File: src/rtl/audio_irq_pkg.sv
package audio_irq_pkg;
  localparam int ADDR_W = 2;

  typedef enum logic [1:0] {
    TRIG_RISE  = 2'b00,
    TRIG_FALL  = 2'b01,
    TRIG_LEVEL = 2'b10,
    TRIG_OFF   = 2'b11
  } trig_mode_e;

  typedef enum logic [1:0] {
    PIN_HIGH_PP = 2'b00,
    PIN_LOW_OD  = 2'b01,
    PIN_HIGH_OD = 2'b10,
    PIN_RSVD    = 2'b11
  } pin_style_e;

  localparam logic [ADDR_W-1:0] REG_STATUS = 2'd0;
  localparam logic [ADDR_W-1:0] REG_ENABLE = 2'd1;
  localparam logic [ADDR_W-1:0] REG_TRIG   = 2'd2;
  localparam logic [ADDR_W-1:0] REG_PIN    = 2'd3;
endpackage

File: src/rtl/irq_edge_latch.sv
module irq_edge_latch
  import audio_irq_pkg::*;
(
  input  logic       clk,
  input  logic       rst,
  input  logic       src_i,
  input  logic [1:0] mode_i,
  input  logic       clr_i,
  output logic       pend_o
);
  logic prev_q;
  logic pend_q;
  logic hit;

  always_comb begin
    case (trig_mode_e'(mode_i))
      TRIG_RISE:  hit = src_i & ~prev_q;
      TRIG_FALL:  hit = ~src_i & prev_q;
      TRIG_LEVEL: hit = src_i;
      default:    hit = 1'b0;
    endcase
  end

  always_ff @(posedge clk) begin
    if (rst) begin
      prev_q <= 1'b0;
      pend_q <= 1'b0;
    end else begin
      prev_q <= src_i;
      pend_q <= (pend_q & ~clr_i) | hit;
    end
  end

  assign pend_o = pend_q;


  rise_sets_chk: assert property (@(posedge clk) disable iff (rst)
    (mode_i == TRIG_RISE && src_i && !prev_q) |=> pend_q);


  reserved_quiet_chk: assert property (@(posedge clk) disable iff (rst)
    (mode_i == TRIG_OFF && !pend_q) |=> !pend_q);


  read_clears_chk: assert property (@(posedge clk) disable iff (rst)
    (clr_i && !hit) |=> !pend_q);


  race_kept_chk: assert property (@(posedge clk) disable iff (rst)
    (clr_i && hit) |=> pend_q);
endmodule

File: src/rtl/irq_cfg_regs.sv
module irq_cfg_regs
  import audio_irq_pkg::*;
#(
  parameter int NUM_SRC = 4,
  parameter int DATA_W  = 8,
  localparam int MODE_W = 2 * NUM_SRC
) (
  input  logic              clk,
  input  logic              rst,
  input  logic              wr_en_i,
  input  logic              rd_en_i,
  input  logic [ADDR_W-1:0] addr_i,
  input  logic [DATA_W-1:0] wdata_i,
  input  logic [NUM_SRC-1:0] pend_i,
  output logic [DATA_W-1:0] rdata_o,
  output logic [NUM_SRC-1:0] enable_o,
  output logic [MODE_W-1:0] mode_o,
  output logic [1:0]        style_o,
  output logic              clr_o
);
  logic [NUM_SRC-1:0] enable_q;
  logic [MODE_W-1:0]  mode_q;
  logic [1:0]         style_q;
  logic [DATA_W-1:0]  rdata_q;
  logic [DATA_W-1:0]  rd_val;
  logic               unused_wbits;

  assign unused_wbits = &{1'b0, wdata_i};

  always_comb begin
    rd_val = '0;
    case (addr_i)
      REG_STATUS: rd_val[NUM_SRC-1:0] = pend_i;
      REG_ENABLE: rd_val[NUM_SRC-1:0] = enable_q;
      REG_TRIG:   rd_val[MODE_W-1:0]  = mode_q;
      default:    rd_val[1:0]         = style_q;
    endcase
  end

  always_ff @(posedge clk) begin
    if (rst) begin
      enable_q <= '0;
      mode_q   <= '0;
      style_q  <= '0;
      rdata_q  <= '0;
    end else begin
      if (wr_en_i) begin
        case (addr_i)
          REG_ENABLE: enable_q <= wdata_i[NUM_SRC-1:0];
          REG_TRIG:   mode_q   <= wdata_i[MODE_W-1:0];
          REG_PIN:    style_q  <= wdata_i[1:0];
          default:    ;
        endcase
      end
      if (rd_en_i) rdata_q <= rd_val;
    end
  end

  assign clr_o    = rd_en_i && (addr_i == REG_STATUS);
  assign rdata_o  = rdata_q;
  assign enable_o = enable_q;
  assign mode_o   = mode_q;
  assign style_o  = style_q;


  enable_hold_chk: assert property (@(posedge clk) disable iff (rst)
    !(wr_en_i && addr_i == REG_ENABLE) |=> $stable(enable_q));
endmodule

File: src/rtl/irq_pin_drive.sv
module irq_pin_drive
  import audio_irq_pkg::*;
#(
  parameter int NUM_SRC = 4
) (
  input  logic               clk,
  input  logic               rst,
  input  logic [NUM_SRC-1:0] pend_i,
  input  logic [NUM_SRC-1:0] enable_i,
  input  logic [1:0]         style_i,
  output logic               pin_o,
  output logic               oe_o
);
  logic active;
  logic pin_d, oe_d;
  logic pin_q, oe_q;

  assign active = |(pend_i & enable_i);

  always_comb begin
    case (pin_style_e'(style_i))
      PIN_LOW_OD: begin pin_d = 1'b0; oe_d = active; end
      PIN_HIGH_OD: begin pin_d = 1'b1; oe_d = active; end
      default: begin pin_d = active; oe_d = 1'b1; end
    endcase
  end

  always_ff @(posedge clk) begin
    if (rst) begin
      pin_q <= 1'b0;
      oe_q  <= 1'b1;
    end else begin
      pin_q <= pin_d;
      oe_q  <= oe_d;
    end
  end

  assign pin_o = pin_q;
  assign oe_o  = oe_q;


  push_pull_drives_chk: assert property (@(posedge clk) disable iff (rst)
    (style_i == PIN_HIGH_PP) |=> oe_q);
endmodule

File: src/rtl/audio_irq_ctrl.sv
module audio_irq_ctrl
  import audio_irq_pkg::*;
#(
  parameter int NUM_SRC = 4,
  parameter int DATA_W  = 8
) (
  input  logic               clk,
  input  logic               rst,
  input  logic [NUM_SRC-1:0] evt_i,
  input  logic               wr_en_i,
  input  logic               rd_en_i,
  input  logic [1:0]         addr_i,
  input  logic [DATA_W-1:0]  wdata_i,
  output logic [DATA_W-1:0]  rdata_o,
  output logic               irq_o,
  output logic               irq_oe_o
);
  localparam int MODE_W = 2 * NUM_SRC;

  logic [NUM_SRC-1:0] pend;
  logic [NUM_SRC-1:0] enable;
  logic [MODE_W-1:0]  mode;
  logic [1:0]         style;
  logic               clr;

  irq_cfg_regs #(.NUM_SRC(NUM_SRC), .DATA_W(DATA_W)) regs_i (
    .clk(clk), .rst(rst), .wr_en_i(wr_en_i), .rd_en_i(rd_en_i),
    .addr_i(addr_i), .wdata_i(wdata_i), .pend_i(pend),
    .rdata_o(rdata_o), .enable_o(enable), .mode_o(mode),
    .style_o(style), .clr_o(clr)
  );

  for (genvar g = 0; g < NUM_SRC; g++) begin : g_src
    irq_edge_latch latch_i (
      .clk(clk), .rst(rst), .src_i(evt_i[g]),
      .mode_i(mode[2*g +: 2]), .clr_i(clr), .pend_o(pend[g])
    );
  end

  irq_pin_drive #(.NUM_SRC(NUM_SRC)) pin_i (
    .clk(clk), .rst(rst), .pend_i(pend), .enable_i(enable),
    .style_i(style), .pin_o(irq_o), .oe_o(irq_oe_o)
  );


  masked_quiet_chk: assert property (@(posedge clk) disable iff (rst)
    (style == PIN_HIGH_PP && (pend & enable) == '0) |=> !irq_o);


  low_od_track_chk: assert property (@(posedge clk) disable iff (rst)
    (style == PIN_LOW_OD && $past(style) == PIN_LOW_OD) |->
      (!irq_o && irq_oe_o == $past(|(pend & enable))));
endmodule

File: config.mk
export PLATFORM = sky130hd
export DESIGN_NAME = audio_irq_ctrl
export DESIGN_NICKNAME = d
export VERILOG_FILES = /design/src/rtl/audio_irq_pkg.sv /design/src/rtl/irq_edge_latch.sv /design/src/rtl/irq_cfg_regs.sv /design/src/rtl/irq_pin_drive.sv /design/src/rtl/audio_irq_ctrl.sv
export SDC_FILE = /design/constraint.sdc
export NUM_CORES = 1
export LEC_CHECK = 0
export BUFFER_PORTS_ARGS = -buffer_cell sky130_fd_sc_hd__buf_4
export CAP_MARGIN = 20
export CORE_UTILIZATION = 53
export CTS_CLUSTER_DIAMETER = 200
export DETAILED_ROUTE_END_ITERATION = 7
export HOLD_SLACK_MARGIN = 0.12
export PLACE_DENSITY = 0.86
export SLEW_MARGIN = 20
export SYNTH_ARGS = -nofsm -noshare
export SYNTH_HDL_FRONTEND = slang
export SYNTH_HIERARCHICAL = 1
export SYNTH_SLANG_ARGS = --single-unit
File: constraint.sdc
create_clock -name clk -period 1.6 [get_ports clk]
set_input_delay 0.32 -clock clk [delete_from_list [all_inputs] [get_ports clk]]
set_output_delay 0.32 -clock clk [all_outputs]
set_load 0.01 [all_outputs]
==> metrics <==
worst-path fanout max 3; Reg power frac between 50% and 60%; Chip Width around 53 um; RR Startpoint g_src[0].latch_i/pend_o; Critical Path Start g_src[0].latch_i/pend_o; CTS Buf Count 5; cells after synthesis ~150; Yosys warnings 6; Clock Power Share 32.0%; # hold bufs at CTS 0; Cell Area, Placed ~1600 um2; WP data arrival ~1.4 ns; Avg Inst Size Synth approximately 9.5 um2; Worst VDD drop a little under 0.6 mV; Reg2Reg Setup Slack 0.45 ns; Placeable Area between 2000 and 2500 um2; WL final approximately 3000 um; Port Buffers 27; CTS tree yes; total vias in the final route 1165; Net Sw Frac 25.28%; Fmax slightly below 0.9 GHz; dpl ws 0.2601 ns; DR iter-0 viols 50; FF-to-FF path depth 3; worst r2r dst regs_i/rdata_o[0]; final slew viol count 0; largest net degree at the start of global routing 33; kind of critical path flip-flop to flip-flop; Switch Pwr 384.1 uW; Slew @ Worst Pin around 0.42 ns; Mapped Area between 1000 and 1500 um2; Crit path required time about 1.8 ns; Core Rows 18; postcts setup bufs 0; Max H-tree Level 2; Final Skew roughly 0.010 ns; design area 1643 um2; Post-Route M1 WL 1224 um; ant diodes 0; hpwl dp between 2000 and 2500 um; clk slew on worst S/H paths ~0.10 ns; grt ovf 0; Top Ports 28; synthesized flop and latch total 32; Placed Cells incl. Taps 195; Leakage slightly above 0.6 nW; DIE HEIGHT ~53 um; Final Hold Violating Endpoints 0; Min Hold Slack a little over 0.2 ns; setup ws final 0.4493 ns; Yosys cell types 26; DRC 0; layout cells sized above 1 24.86%; gp weighted congestion between 0.8 and 0.9; Period Utilization, post-route 71.92%; MaxCap Viol Count 0; Die ar. approximately 2800 um2; RSZ-0062 raised after global routing false; Net Count, Synth about 170; Max Root-Sink Buffers 2; non-filler cells, final slightly above 200; internal power around 1.1 mW; drt wl/cell between 10 and 15 um; Reg area 640.6 um2; metal2 WL about 1500 um; fin crit period between 1 and 1.5 ns; post-synthesis sequential area ratio between 40% and 50%; starting density of the core between 50% and 60%; Fillers just over 200; post-route setup TNS 0 ns; first-pass GRT wire length 5009 um; area delta synth->final 18.08%; Via density around 5.7; Met3 Routed Length between 150 and 200 um; Nets approximately 190; combinational share of power between 10% and 20%; Power Density approximately 900 nW/um2; critical path startpoint category flip-flop; All-Layer GR Usage 25.81%; endpoint class of the critical path flip-flop; Relative slew margins ~72%; Multi-input gate area 699.4 um2; clock latency on the worst-skew pair between 0.3 and 0.4 ns; post-cts gate resize count 0; status finished, final reports clean; worst hold path class input port to flip-flop; worst setup path endpoint regs_i/rdata_o[0]; Routed Antenna Nets 0; root buf cell clkbuf_4; Final setup viols 0; drt pass-1 iters 4; vias in the first global route ~1100; top layer in use met4; clock sinks 32; antenna violations before repair 0
==> cells in the mapped netlist <==
cell | n | area share [%]
nor2_1 | 8 | 2.2
nand3_1 | 18 | 6.5
nor2b_2 | 1 | 0.63
mux2i_1 | 6 | 4.3
buf_6 | 1 | 0.81
and2b_1 | 1 | 0.54
clkbuf_1 | 3 | 0.81
nor2b_1 | 4 | 1.8
nand2b_4 | 4 | 4.0
buf_2 | 2 | 0.72
nand3b_1 | 6 | 3.2
ha_1 | 1 | 0.90
dfxtp_1 | 32 | 46
a31oi_1 | 4 | 1.8
nor3b_1 | 1 | 0.54
or3b_1 | 4 | 2.5
inv_1 | 1 | 0.27
nand2_1 | 14 | 3.8
a311oi_1 | 2 | 1.3
a21oi_1 | 16 | 5.8
a311oi_2 | 1 | 1.1
nand2b_1 | 8 | 3.6
or2_1 | 2 | 0.90
a22oi_2 | 2 | 1.8
buf_4 | 2 | 1.1
mux4_2 | 2 | 3.2
==> metal layers <==
layer	vias to the layer above	GRT usage, %
met5	-	0
li1	565	-
met1	543	29.08
met2	46	41.04
met3	11	10.63
met4	0	13.60
==> power groups by stage <==
stage,logic [mW],registers (mW),clock network [mW]
global placement,0.168,0.873,0
global route,0.193,0.861,0.529
detailed placement,0.175,0.874,0
finish,0.177,0.856,0.486
floorplan,0.108,0.871,0
CTS,0.176,0.856,0.494
==> cells by family (layout without fill, tap and decap cells) <==
logic type | Yosys count | after routing | share of synthesized area [%]
flip-flops | 32 | 32 | 46.04
buffers and inverters | 9 | 36 | 3.686
adder cells (fa/ha/maj) | 1 | 1 | 0.8991
AND/OR/NAND/NOR | 71 | 71 | 30.13
AO/OA/AOI/OAI | 25 | 25 | 11.69
multiplexers | 8 | 8 | 7.554
==> critical path, cell delays in order (launching register included) <==
cell     delay (ns)
dfxtp_1        0.34
mux4_2         0.47
mux2i_1        0.16
nor2_1         0.06
==> placed cells by master, fill, tap and decap left out, types with 4 or more instances in the layout <==
cell type / synthesis / layout
dfxtp_1: 32 / 32
buf_4: 2 / 27
nand3_1: 18 / 18
a21oi_1: 16 / 16
nand2_1: 14 / 14
nand2b_1: 8 / 8
nor2_1: 8 / 8
nand3b_1: 6 / 6
mux2i_1: 6 / 6
clkbuf_4: 0 / 5
nor2b_1: 4 / 4
nand2b_4: 4 / 4
or3b_1: 4 / 4
a31oi_1: 4 / 4
==> final cells by class <==
type	instances	share of cell area, %
Tap cell	30	2.285
Inverter	1	0.2285
Timing Repair Buffer	27	12.34
Clock buffer	8	3.580
Multi-Input combinational cell	105	42.57
Sequential cell	32	38.99
==> flip-flops by register name, summed over array words and instances, names as in the netlist <==
signal                cells
regs_i/enable_o           4
pin_i/pin_o               1
g_src.latch_i/prev_q      4
regs_i/rdata_o            8
regs_i/style_o            2
regs_i/mode_o             8
g_src.latch_i/pend_o      4
pin_i/oe_o                1
==> metrics by stage <==
step	utilization (%)	total power [mW]
after CTS	66.31	1.526
after global placement	63.94	1.041
after global routing	66.31	1.583
after floorplan	-	0.9788
final	66.31	1.519
after detailed placement	63.94	1.049
==> how the worst min path moves through the flow <==
stage	slack, ns	start	cells past startpoint	endpoint
CTS	0.20	evt_i[1]	2	g_src[1].latch_i/prev_q
finish	0.21	evt_i[1]	2	g_src[1].latch_i/prev_q
detailed placement	0.47	regs_i/rdata_o[7]	2	regs_i/rdata_o[7]
global route	0.19	evt_i[1]	2	g_src[1].latch_i/prev_q
global placement	0.46	regs_i/rdata_o[6]	2	regs_i/rdata_o[6]
floorplan	0.39	rst	1	pin_i/pin_o
Power figures use the tool's default switching activity.
